<file path="src/rtl/dec_pkg.sv">
package dec_pkg;
    typedef enum logic [0:0] {
        EXC_IDLE    = 1'b0,
        EXC_PENDING = 1'b1
    } exc_state_t;
endpackage

</file>
<file path="src/rtl/dec_next.sv">
// Next-count selection and expiry detection for the sign-edge counter.
module dec_next #(
    parameter int W = 32
) (
    input  logic [W-1:0] cnt,
    input  logic         tick,
    input  logic         wr_en,
    input  logic [W-1:0] wr_data,
    input  logic         rate_reload,
    output logic [W-1:0] nxt,
    output logic         expiry
);
    localparam int MSB = W - 1;

    typedef enum logic [1:0] {
        OP_HOLD, OP_TICK, OP_WRITE, OP_RELOAD
    } op_t;

    op_t op;

    // Priority: rate reload, then write, then tick.
    always_comb begin
        if (rate_reload)  op = OP_RELOAD;
        else if (wr_en)   op = OP_WRITE;
        else if (tick)    op = OP_TICK;
        else              op = OP_HOLD;
    end

    always_comb begin
        nxt    = cnt;
        expiry = 1'b0;
        unique case (op)
            OP_RELOAD: nxt = '1;
            OP_WRITE: begin
                nxt    = wr_data;
                expiry = wr_data[MSB] & ~cnt[MSB];
            end
            OP_TICK: begin
                nxt    = cnt - 1'b1;
                expiry = (cnt == '0);
            end
            OP_HOLD: nxt = cnt;
        endcase
    end
endmodule

</file>
<file path="src/rtl/dec_exc_fsm.sv">
// Sticky exception state machine: a raise wins over an acknowledge.
module dec_exc_fsm
    import dec_pkg::*;
(
    input  logic clk,
    input  logic rst_n,
    input  logic expiry,
    input  logic ack,
    output logic exc
);
    exc_state_t state, state_nxt;

    always_ff @(posedge clk) begin
        if (!rst_n) state <= EXC_IDLE;
        else        state <= state_nxt;
    end

    always_comb begin
        state_nxt = state;
        unique case (state)
            EXC_IDLE:    if (expiry)      state_nxt = EXC_PENDING; // T_RAISE
            EXC_PENDING: if (ack && !expiry) state_nxt = EXC_IDLE; // T_CLEAR
        endcase
    end

    always_comb begin
        exc = (state == EXC_PENDING);
    end
endmodule

</file>
<file path="src/rtl/sign_edge_decrementer.sv">
module sign_edge_decrementer #(
    parameter int W      = 32,
    parameter bit ENABLE = 1'b1
) (
    input  logic         clk,
    input  logic         rst_n,
    input  logic         tick,
    input  logic         rate_reload,
    input  logic         wr_en,
    input  logic [W-1:0] wr_data,
    input  logic         ack,
    output logic [W-1:0] count_o,
    output logic         exc_o
);
    generate
        if (ENABLE) begin : g_on
            logic [W-1:0] cnt_q;
            logic [W-1:0] cnt_d;
            logic         expiry;

            dec_next #(.W(W)) u_next (
                .cnt        (cnt_q),
                .tick       (tick),
                .wr_en      (wr_en),
                .wr_data    (wr_data),
                .rate_reload(rate_reload),
                .nxt        (cnt_d),
                .expiry     (expiry)
            );

            always_ff @(posedge clk) begin
                if (!rst_n) cnt_q <= '1;
                else        cnt_q <= cnt_d;
            end

            dec_exc_fsm u_fsm (
                .clk   (clk),
                .rst_n (rst_n),
                .expiry(expiry),
                .ack   (ack),
                .exc   (exc_o)
            );

            assign count_o = cnt_q;
        end else begin : g_off
            logic unused_inputs;
            assign unused_inputs = ^{clk, rst_n, tick, rate_reload, wr_en, wr_data, ack};
            assign count_o = '1;
            assign exc_o   = 1'b0;
        end
    endgenerate
endmodule

</file>
<file path="config.mk">
export PLATFORM = sky130hd
export DESIGN_NAME = sign_edge_decrementer
export DESIGN_NICKNAME = d
export VERILOG_FILES = /design/src/rtl/dec_pkg.sv /design/src/rtl/dec_next.sv /design/src/rtl/dec_exc_fsm.sv /design/src/rtl/sign_edge_decrementer.sv
export SDC_FILE = /design/constraint.sdc
export NUM_CORES = 1
export LEC_CHECK = 0
export ABC_AREA = 1
export ABC_CLOCK_PERIOD_IN_PS = 2300
export BUFFER_PORTS_ARGS = -buffer_cell sky130_fd_sc_hd__clkbuf_2
export CORE_AREA = 3 3 86 88
export DETAILED_ROUTE_END_ITERATION = 16
export DIE_AREA = 0 0 89 91
export HOLD_SLACK_MARGIN = 0.02
export PLACE_DENSITY = 0.61
export SYNTH_ARGS = -nofsm -noshare
export SYNTH_HDL_FRONTEND = slang
export SYNTH_SLANG_ARGS = --single-unit
</file>
<file path="constraint.sdc">
create_clock -name clk -period 2.3 [get_ports clk]
set_input_delay 0 -clock clk [delete_from_list [all_inputs] [get_ports clk]]
set_output_delay 0 -clock clk [all_outputs]
set_load 0.02 [all_outputs]
</file>
==> results of run 1 <==
==> state kept, by name, indices dropped and copies added, names as in the netlist <==
register,count
count_o,32
g_on.u_fsm.exc,1
==> repair_timing <==
action / in CTS / in global routing
endpoints found under the hold margin: 15 / 0
endpoints found under the setup margin: 0 / 0
gates resized for setup: 0 / 0
hold buffers: 15 / 0
==> stage by stage <==
step           power [mW]  cells  setup WS, ns  hold slack, ns  util (%)
3_5_place_dp         1.16    600         0.622           0.275      45.4
3_3_place_gp         1.15    600         0.694           0.270      45.4
4_1_cts              1.62    623         0.601          0.0204      48.8
2_1_floorplan       0.998    463         0.727           0.176         -
5_1_grt              1.71    623         0.444          0.0532      48.8
6_report             1.60    623         0.613          0.0260      48.8
==> cell families (layout without fill, tap and decap cells) <==
| family | Yosys count | count (layout) | synth area share (%) |
|---|---|---|---|
| buffers and inverters | 59 | 139 | 8.70 |
| adder cells (fa/ha/maj) | 4 | 4 | 1.90 |
| flip-flops | 33 | 33 | 25.1 |
| XOR/XNOR | 2 | 2 | 0.666 |
| AND/OR/NAND/NOR | 278 | 278 | 45.2 |
| AO/OA/AOI/OAI | 87 | 87 | 18.4 |
==> how the worst min path moves through the flow <==
stage          slack, ns  depth (start not counted)        start                         to
6_report            0.03                          5  wr_data[25]   count_o[25]$_SDFFE_PN1P_
5_1_grt             0.05                          5  wr_data[28]   count_o[28]$_SDFFE_PN1P_
4_1_cts             0.02                          5  wr_data[25]   count_o[25]$_SDFFE_PN1P_
3_5_place_dp        0.27                          4          ack  g_on.u_fsm.exc$_SDFF_PN0_
3_3_place_gp        0.27                          4          ack  g_on.u_fsm.exc$_SDFF_PN0_
2_1_floorplan       0.18                          3          ack  g_on.u_fsm.exc$_SDFF_PN0_
==> power breakdown <==
group	leakage (nW)	total [mW]	switching (mW)	internal, mW
combinational	1.34	0.457	0.278	0.179
clock	0.0450	0.440	0.230	0.210
sequential	0.274	0.707	0.0837	0.624
==> critical path: cells and delay by family (launching register included) <==
family        cells  cell delay (ns)
flops             1             0.32
simple gates      9             0.91
fa+ha+maj         1             0.21
buf+inv           1             0.12
==> Yosys cell counts (3+ instances only) <==
library cell	n
o21ai_0	11
inv_1	37
o22ai_1	3
nor2_1	63
ha_1	4
o21ai_1	6
nand3_1	26
nand2_2	10
nand4_1	4
nor2_4	3
clkinv_1	3
clkbuf_1	11
nand2_1	160
o21bai_1	9
nor2_2	6
dfxtp_1	33
buf_2	6
a21oi_1	49
o211ai_1	7
==> final cells by class <==
type / instances / area share [%]
clock buffer: 6 / 2.21
clock inverter: 2 / 0.305
inverter: 40 / 4.57
multi-input combinational: 371 / 53.1
sequential: 33 / 20.1
tap: 80 / 3.05
timing repair buffer: 91 / 16.6
==> routing by layer <==
layer  track usage [%]  vias to the layer above
li1                  -                     1633
met1              27.6                     1374
met2              34.8                       77
met3              2.90                       11
met4              7.07                        0
met5                 0                        -
==> results.md, run 1 <==
- Status: complete, no violations
- Die span in x: 89 um
- Fin. max-slew vios: 0
- Initial Util: 39.2%
- Leakage Power: 1.66 nW
- Crit path launch type: register
- Crit path capture: count_o[28]$_SDFFE_PN1P_
- GP Congestion: 0.897
- Slowest cell on the critical path: dfxtp_1
- EDFF count, synth: 0
- Synth top area share: 25.1%
- R2r setup slk: 0.61 ns
- Vias in the first global route: 2,990
- Main flop type after synthesis: dfxtp_1
- Area grow syn2layout: 24.7%
- Arrival @ worst endpoint: 1.86 ns
- Worst reg2reg path depth: 11
- RSZ-0062 raised after global routing: no
- Clock tree buffer depth: 2
- Rows: 30
- Area of the multi-input gates: 0.00174 sq mm
- Tot GR Track Use: 21.0%
- Final Setup Violations: 0
- Uppermost routed layer: met4
- Ratio of cells with drive above 1 in the final layout: 19.7%
- Worst Setup SP: count_o[0]$_SDFFE_PN1P_
- Area contributors post-synth: dfxtp_1 25%, nand2_1 23%, a21oi_1 9.3%
- Placed cell area: 0.00305 sq mm
- Finished Cell Area: 0.00328 sq mm
- Mapped Avg Cell Area: 5.69 sq um
- Clock Skew: 0.0128 ns
- Yosys reg bits: 33
- Met2 wire length: 3820 um
- Number of diodes: 0
- Mapped Cells: 463
- PD cells: 489 mW/mm^2
- Worst-Skew Late Latency: 0.29 ns
- Setup TNS: 0 ns
- Worst Path Required: 2.48 ns
- Port Buffers: 70
- Ys Warns: 0
- H-tree depth: 2
- Detailed-route wire length per cell: 13.1 um
- CP Cell Sequence: inv_1, ha_1, nand2_1, nor2_1, nand2_2, nor2_1, nand2_1, nand3_1, nand2_1, nand2_1, nand2_1
- Setup CP Type: reg2reg
- Cell accounting for the most synthesized area: dfxtp_1
- Starting DRT DRC Count: 123
- Met1 WL: 3780 um
- Fillers: 736
- CP endpoint kind: register
- First-pass GRT wire length: 13,800 um
- Die height: 91 um
- R2R Path End: count_o[28]$_SDFFE_PN1P_
- CTS tree: yes
- Clock-pin slew on the worst setup and hold paths: 0.08 ns
- RR Startpoint: count_o[0]$_SDFFE_PN1P_
- Critical path's most frequent cell: nand2_1
- Core area: 0.00672 sq mm
- Net count, final: 584
- DRC viols: 0
- Pre-Repair DR Iteration Count: 4
- Final hold violation count: 0
- Worst Tran Pin Value: 0.610 ns
- Final ANT Viol Nets: 0
- Critical path's largest stage delay: 0.32 ns
- Peak VDD IR: 216 uV
- # Post-CTS Setup Buffers: 0
- Post-Syn Nets: 505
- Count of different cell masters after synthesis: 27
- Final Critical Period: 1.69 ns
- Initial antenna violation count: 0
- Commonest non-fill, non-tap cell in the layout: nand2_1
- Vias per cell: 4.97
- Total CTS buffers: 5
- Root Buffer: clkbuf_8
- Max Cap Viol: 0
- Routed wire length: 8140 um
- I/O Pins: 71
- Largest net degree at the start of global routing: 38
- Asr flop ratio synth: 0%
- Min-delay worst type: in2reg
- Fin crit share: 73.4%
- GRT overflow: 0
- Vias post-DR: 3,095
- Sequential cell area: 661 sq um
- Register area share after synthesis: 25.1%
- Area of the mapped netlist: 0.00263 sq mm
- Max_slew headroom: 59.1%
- Clock Sinks: 33
- Detailed Place HPWL: 6130 um
- Fmax: 593 MHz
- Die area: 0.00810 sq mm
- DR WL met3: 399 um
- Most frequent cells in the layout: 160 x nand2_1, 70 x clkbuf_2, 63 x nor2_1, 49 x a21oi_1, 37 x inv_1
- Max FO, Critical Path: 6
Note: power is estimated with default switching activity, not from simulation.
==> run 2: changes to the inputs <==
ABC_CLOCK_PERIOD_IN_PS = 1650   (was 2300)
clock period = 1.65 ns   (was 2.3 ns; I/O delays follow)
==> run 2 against run 1 <==
Final cell count increased by 1.1%. Critical endpoint unchanged. Worst hold slack got worse by 0.0070 ns. Critical path depth increased by 1.
==> results.md, run 2 (synthesis results as in run 1) <==
- Arrival @ worst endpoint: 1.70 ns
- Largest net degree at the start of global routing: 19
- Max FO, Critical Path: 6
- Worst-Skew Late Latency: 0.29 ns
- I/O Pins: 71
- Min-delay worst type: in2reg
- Detailed Place HPWL: 6500 um
- Vias per cell: 5.00
- Starting DRT DRC Count: 164
- Final Setup Violations: 0
- Worst Tran Pin Value: 0.319 ns
- Post-layout util: 50.1%
- Area grow syn2layout: 27.9%
- Finished Layout Cells: 630
- RSZ-0062 raised after global routing: no
- Net count, final: 591
- Final ANT Viol Nets: 0
- Port Buffers: 70
- Core area: 0.00672 sq mm
- CTS tree: yes
- Rows: 30
- GRT overflow: 0
- Routed wire length: 8390 um
- Crit path launch type: register
- WHS: 0.0191 ns
- Status: complete, no violations
- Final hold violation count: 0
- Max Cap Viol: 0
- Vias in the first global route: 2,958
- Vias post-DR: 3,148
- Finished Cell Area: 0.00337 sq mm
- Number of diodes: 0
- Initial Util: 39.2%
- Setup CP Type: reg2reg
- CP endpoint kind: register
- First-pass GRT wire length: 13,800 um
- Final WS setup: 0.133 ns
- PD cells: 701 mW/mm^2
- # Post-CTS Setup Buffers: 0
- Max reg flops: 32
- Total CTS buffers: 5
- Die height: 91 um
- Die span in x: 89 um
- Worst Path Required: 1.84 ns
- Initial antenna violation count: 0
- Clock-pin slew on the worst setup and hold paths: 0.08 ns
- Fin. max-slew vios: 0
- Fmax: 659 MHz
- Fin crit share: 92.0%
- Final Critical Period: 1.52 ns
- GP Congestion: 0.931
- Clock tree buffer depth: 2
- Setup TNS: 0 ns
- Detailed-route wire length per cell: 13.3 um
- Overall Power: 2.36 mW
- Die area: 0.00810 sq mm
- Pre-CTS WS: 0.0522 ns
- Ratio of cells with drive above 1 in the final layout: 22.7%
- Commonest non-fill, non-tap cell in the layout: nand2_1
- Most frequent cells in the layout: 159 x nand2_1, 70 x clkbuf_2, 58 x nor2_1, 49 x a21oi_1, 36 x inv_1
- Peak VDD IR: 369 uV
- Tot GR Track Use: 21.2%
- H-tree depth: 2
- Placed cell area: 0.00312 sq mm
- Leakage Power: 1.70 nW
- Clock Sinks: 33
- Max_slew headroom: 78.6%
- Pre-Repair DR Iteration Count: 4
- Root Buffer: clkbuf_8
- Dpl cells: 609
- DRC viols: 0
- Clock Skew: 0.00764 ns
[run 2: critical path, stage by stage, from the launching register on]
cell     delay [ns]
dfxtp_1        0.33
inv_2          0.09
ha_2           0.21
nand2_1        0.07
nor2_1         0.09
buf_4          0.16
nand2_2        0.07
nor2_1         0.10
nand2_1        0.05
nand3_1        0.09
nand2_1        0.05
nand2_1        0.05
nand2_1        0.04
[run 2: final cells by class]
class	count	area, sq um
Timing Repair Buffer	98	593
Inverter	40	150
Fill cell	717	3350
Multi-Input combinational cell	371	1760
Sequential cell	33	661
Tap cell	80	100
Clock buffer	7	96.3
Clock inverter	1	5.00
[run 2: report_power, final]
group          switching [mW]  total [mW]  leakage (nW)  internal (mW)
clock                   0.340       0.718        0.0542          0.378
combinational           0.394       0.658          1.37          0.264
sequential              0.114       0.983         0.274          0.869
[run 2: repair_timing]
item / 4_1_cts / 5_1_grt
setup endpoints to repair: 0 / 15
hold buffers: 13 / 0
endpoints found under the hold margin: 13 / 0
resized for setup: 0 / 8
[run 2: final timing paths]
kind | start | end | slack, ns | depth (start not counted)
max | count_o[0]$_SDFFE_PN1P_ | count_o[28]$_SDFFE_PN1P_ | 0.13 | 12
min | wr_data[26] | count_o[26]$_SDFFE_PN1P_ | 0.02 | 5
max reg2reg | count_o[0]$_SDFFE_PN1P_ | count_o[28]$_SDFFE_PN1P_ | 0.13 | 12
min reg2reg | g_on.u_fsm.exc$_SDFF_PN0_ | g_on.u_fsm.exc$_SDFF_PN0_ | 0.49 | 2
[run 2: per-layer routing]
layer	wire (um)	GRT usage [%]
met1	3850	28.1
met5	0	0
met2	4070	35.9
met3	415	3.72
met4	58	3.85
==> run 3: changes to the inputs <==
CORE_AREA = 3 3 90 83   (was 3 3 86 88)
DIE_AREA = 0 0 93 86   (was 0 0 89 91)
PLACE_DENSITY = 0.62   (was 0.61)
==> run 3 against run 2 <==
Global-route usage is 3.0 points higher. First-iteration DRC count is 12% higher. Total power is 1.8% lower. Setup slack worse by 0.0075 ns. Clock skew is 0.0044 ns lower. Worst hold slack better by 0.0088 ns. Combinational power is 9.0% higher. Register-to-register slack hardly changed. Sequential share of layout area is 0.90 points lower. Largest cell class unchanged.
==> results.md, run 3 (synthesis results as in run 1) <==
- Int Power: 1.46 mW
- Fin crit share: 92.4%
- Min-delay worst type: in2reg
- Area grow syn2layout: 34.0%
- Post-layout util: 53.6%
- Final Setup Violations: 0
- Sw Ratio: 37.2%
- DRC viols: 0
- Worst Tran Pin Value: 0.444 ns
- RR Startpoint: count_o[0]$_SDFFE_PN1P_
- Max Cap Viol: 0
- Overall Power: 2.32 mW
- First-pass GRT wire length: 15,300 um
- Max FO, Critical Path: 7
- I/O Pins: 71
- Most frequent cells in the layout: 160 x nand2_1, 70 x clkbuf_2, 55 x nor2_1, 49 x a21oi_1, 36 x inv_1
- Core area: 0.00659 sq mm
- Area of the multi-input gates: 0.00181 sq mm
- R2R Path End: count_o[30]$_SDFFE_PN1P_
- Total CTS buffers: 5
- Largest net degree at the start of global routing: 25
- Fillers: 718
- GP Congestion: 0.939
- CP Cell Sequence: inv_1, ha_4, nand2_1, nor2_8, nand4_1, o21bai_1, nand3_1, nand2_1, nand2_1
- Finished Layout Cells: 654
- Fmax: 656 MHz
- Crit path capture: count_o[30]$_SDFFE_PN1P_
- Stages on worst setup path: 9
- Peak VDD IR: 339 uV
- Ratio of cells with drive above 1 in the final layout: 24.6%
- Status: complete, no violations
- Buffers & Inverters on Critical Path: 1
- Port Buffers: 70
- Setup TNS: 0 ns
- Detailed-route wire length per cell: 14.1 um
- Slowest cell on the critical path: dfxtp_1
- Final hold violation count: 0
- Leakage Power: 1.76 nW
- Comb pwr share: 30.9%
- Worst Setup SP: count_o[0]$_SDFFE_PN1P_
- Clock Skew: 0.00320 ns
- Detailed Place HPWL: 7110 um
- Crit path launch type: register
- PD cells: 657 mW/mm^2
- GRT overflow: 0
- Tot GR Track Use: 24.2%
- Root Buffer: clkbuf_8
- Pre-CTS WS: 0.0755 ns
- Clock Sinks: 33
- Clock tree buffer depth: 2
- Switching Power: 0.862 mW
- Critical path's largest stage delay: 0.32 ns
- Max reg flops: 32
- Sequential cell area: 661 sq um
- Pre-Repair DR Iteration Count: 4
- Starting DRT DRC Count: 184
- Clock share of power: 26.6%
- Net count, final: 605
- CTS tree: yes
- Worst Path Required: 1.84 ns
- Dpl cells: 630
- Fin. max-slew vios: 0
- Clock-pin slew on the worst setup and hold paths: 0.07 ns
- Die area: 0.00800 sq mm
- Setup CP Type: reg2reg
- Die height: 86 um
- CP endpoint kind: register
- Worst reg2reg path depth: 9
- Routed wire length: 9240 um
- R2r setup slk: 0.13 ns
- Final Critical Period: 1.52 ns
- Final WS setup: 0.125 ns
- Rows: 28
- Initial antenna violation count: 0
- H-tree depth: 2
- CP top delay family: simple AND/OR/NAND/NOR gates
- Number of diodes: 0
- Vias per cell: 4.86
- Max_slew headroom: 70.4%
- Worst-Skew Late Latency: 0.29 ns
- Register share of total power: 42.4%
- Initial Util: 40.0%
- Die span in x: 93 um
- Critical path's most frequent cell: nand2_1
- RSZ-0062 raised after global routing: yes
- Vias in the first global route: 3,087
- Vias post-DR: 3,181
- Commonest non-fill, non-tap cell in the layout: nand2_1
- Arrival @ worst endpoint: 1.71 ns
- Final ANT Viol Nets: 0
==> run 3: cell count changes in the layout (fill, tap and decap cells not counted), sizes merged <==
cell         before  now
buf              15   27
dlygate4sd3      13   15
clkbuf           77   76
clkinv            4    5
==> run 3: repair_timing <==
item / in CTS / in global routing
setup endpoints to repair: 0 / 16
hold buffers: 15 / 0
buffers inserted: 0 / 1
hold endpoints to repair: 15 / 0
gates resized for setup: 0 / 17
==> run 3: per-stage QoR <==
stage          area (sq um)  hold slack [ns]
4_1_cts                3460           0.0232
5_1_grt                3530           0.0431
3_3_place_gp           3220            0.260
6_report               3530           0.0278
2_1_floorplan          2630            0.176
3_5_place_dp           3220            0.265
==> run 3: layout make-up <==
type                            count  share of cell area (%)
Multi-Input combinational cell    371                    51.2
Timing Repair Buffer              112                    20.3
Sequential cell                    33                    18.7
Inverter                           40                    4.26
Tap cell                           90                    3.19
Clock buffer                        6                    2.06
Clock inverter                      2                   0.284
==> run 3: per-layer routing <==
layer,track usage (%),up-vias,wire [um]
met5,0,-,0
met4,4.79,0,74
met3,3.51,7,456
met2,39.8,78,4120
met1,33.7,1420,4580
li1,-,1676,-
==> run 3: power by group through the flow <==
stage | combinational, mW | sequential (mW) | clock (mW)
floorplan | 0.332 | 1.06 | 0
global placement | 0.670 | 0.995 | 0
detailed placement | 0.679 | 0.996 | 0
CTS | 0.711 | 0.977 | 0.639
global route | 0.803 | 0.998 | 0.666
finish | 0.717 | 0.984 | 0.617
==> run 3: how the worst min path moves through the flow <==
stage	cells past startpoint	slack [ns]	endpoint	start
floorplan	3	0.18	g_on.u_fsm.exc$_SDFF_PN0_	ack
global placement	3	0.26	g_on.u_fsm.exc$_SDFF_PN0_	rst_n
detailed placement	3	0.26	g_on.u_fsm.exc$_SDFF_PN0_	rst_n
CTS	5	0.02	count_o[24]$_SDFFE_PN1P_	wr_data[24]
global route	5	0.04	count_o[24]$_SDFFE_PN1P_	wr_data[24]
finish	5	0.03	count_o[24]$_SDFFE_PN1P_	wr_data[24]
==> run 3: worst min-delay path, delay by kind of cell <==
kind / cells / cell delay (ns)
AND/OR/NAND/NOR: 3 / 0.15
buffers and inverters: 1 / 0.08
AO/OA/AOI/OAI: 1 / 0.06
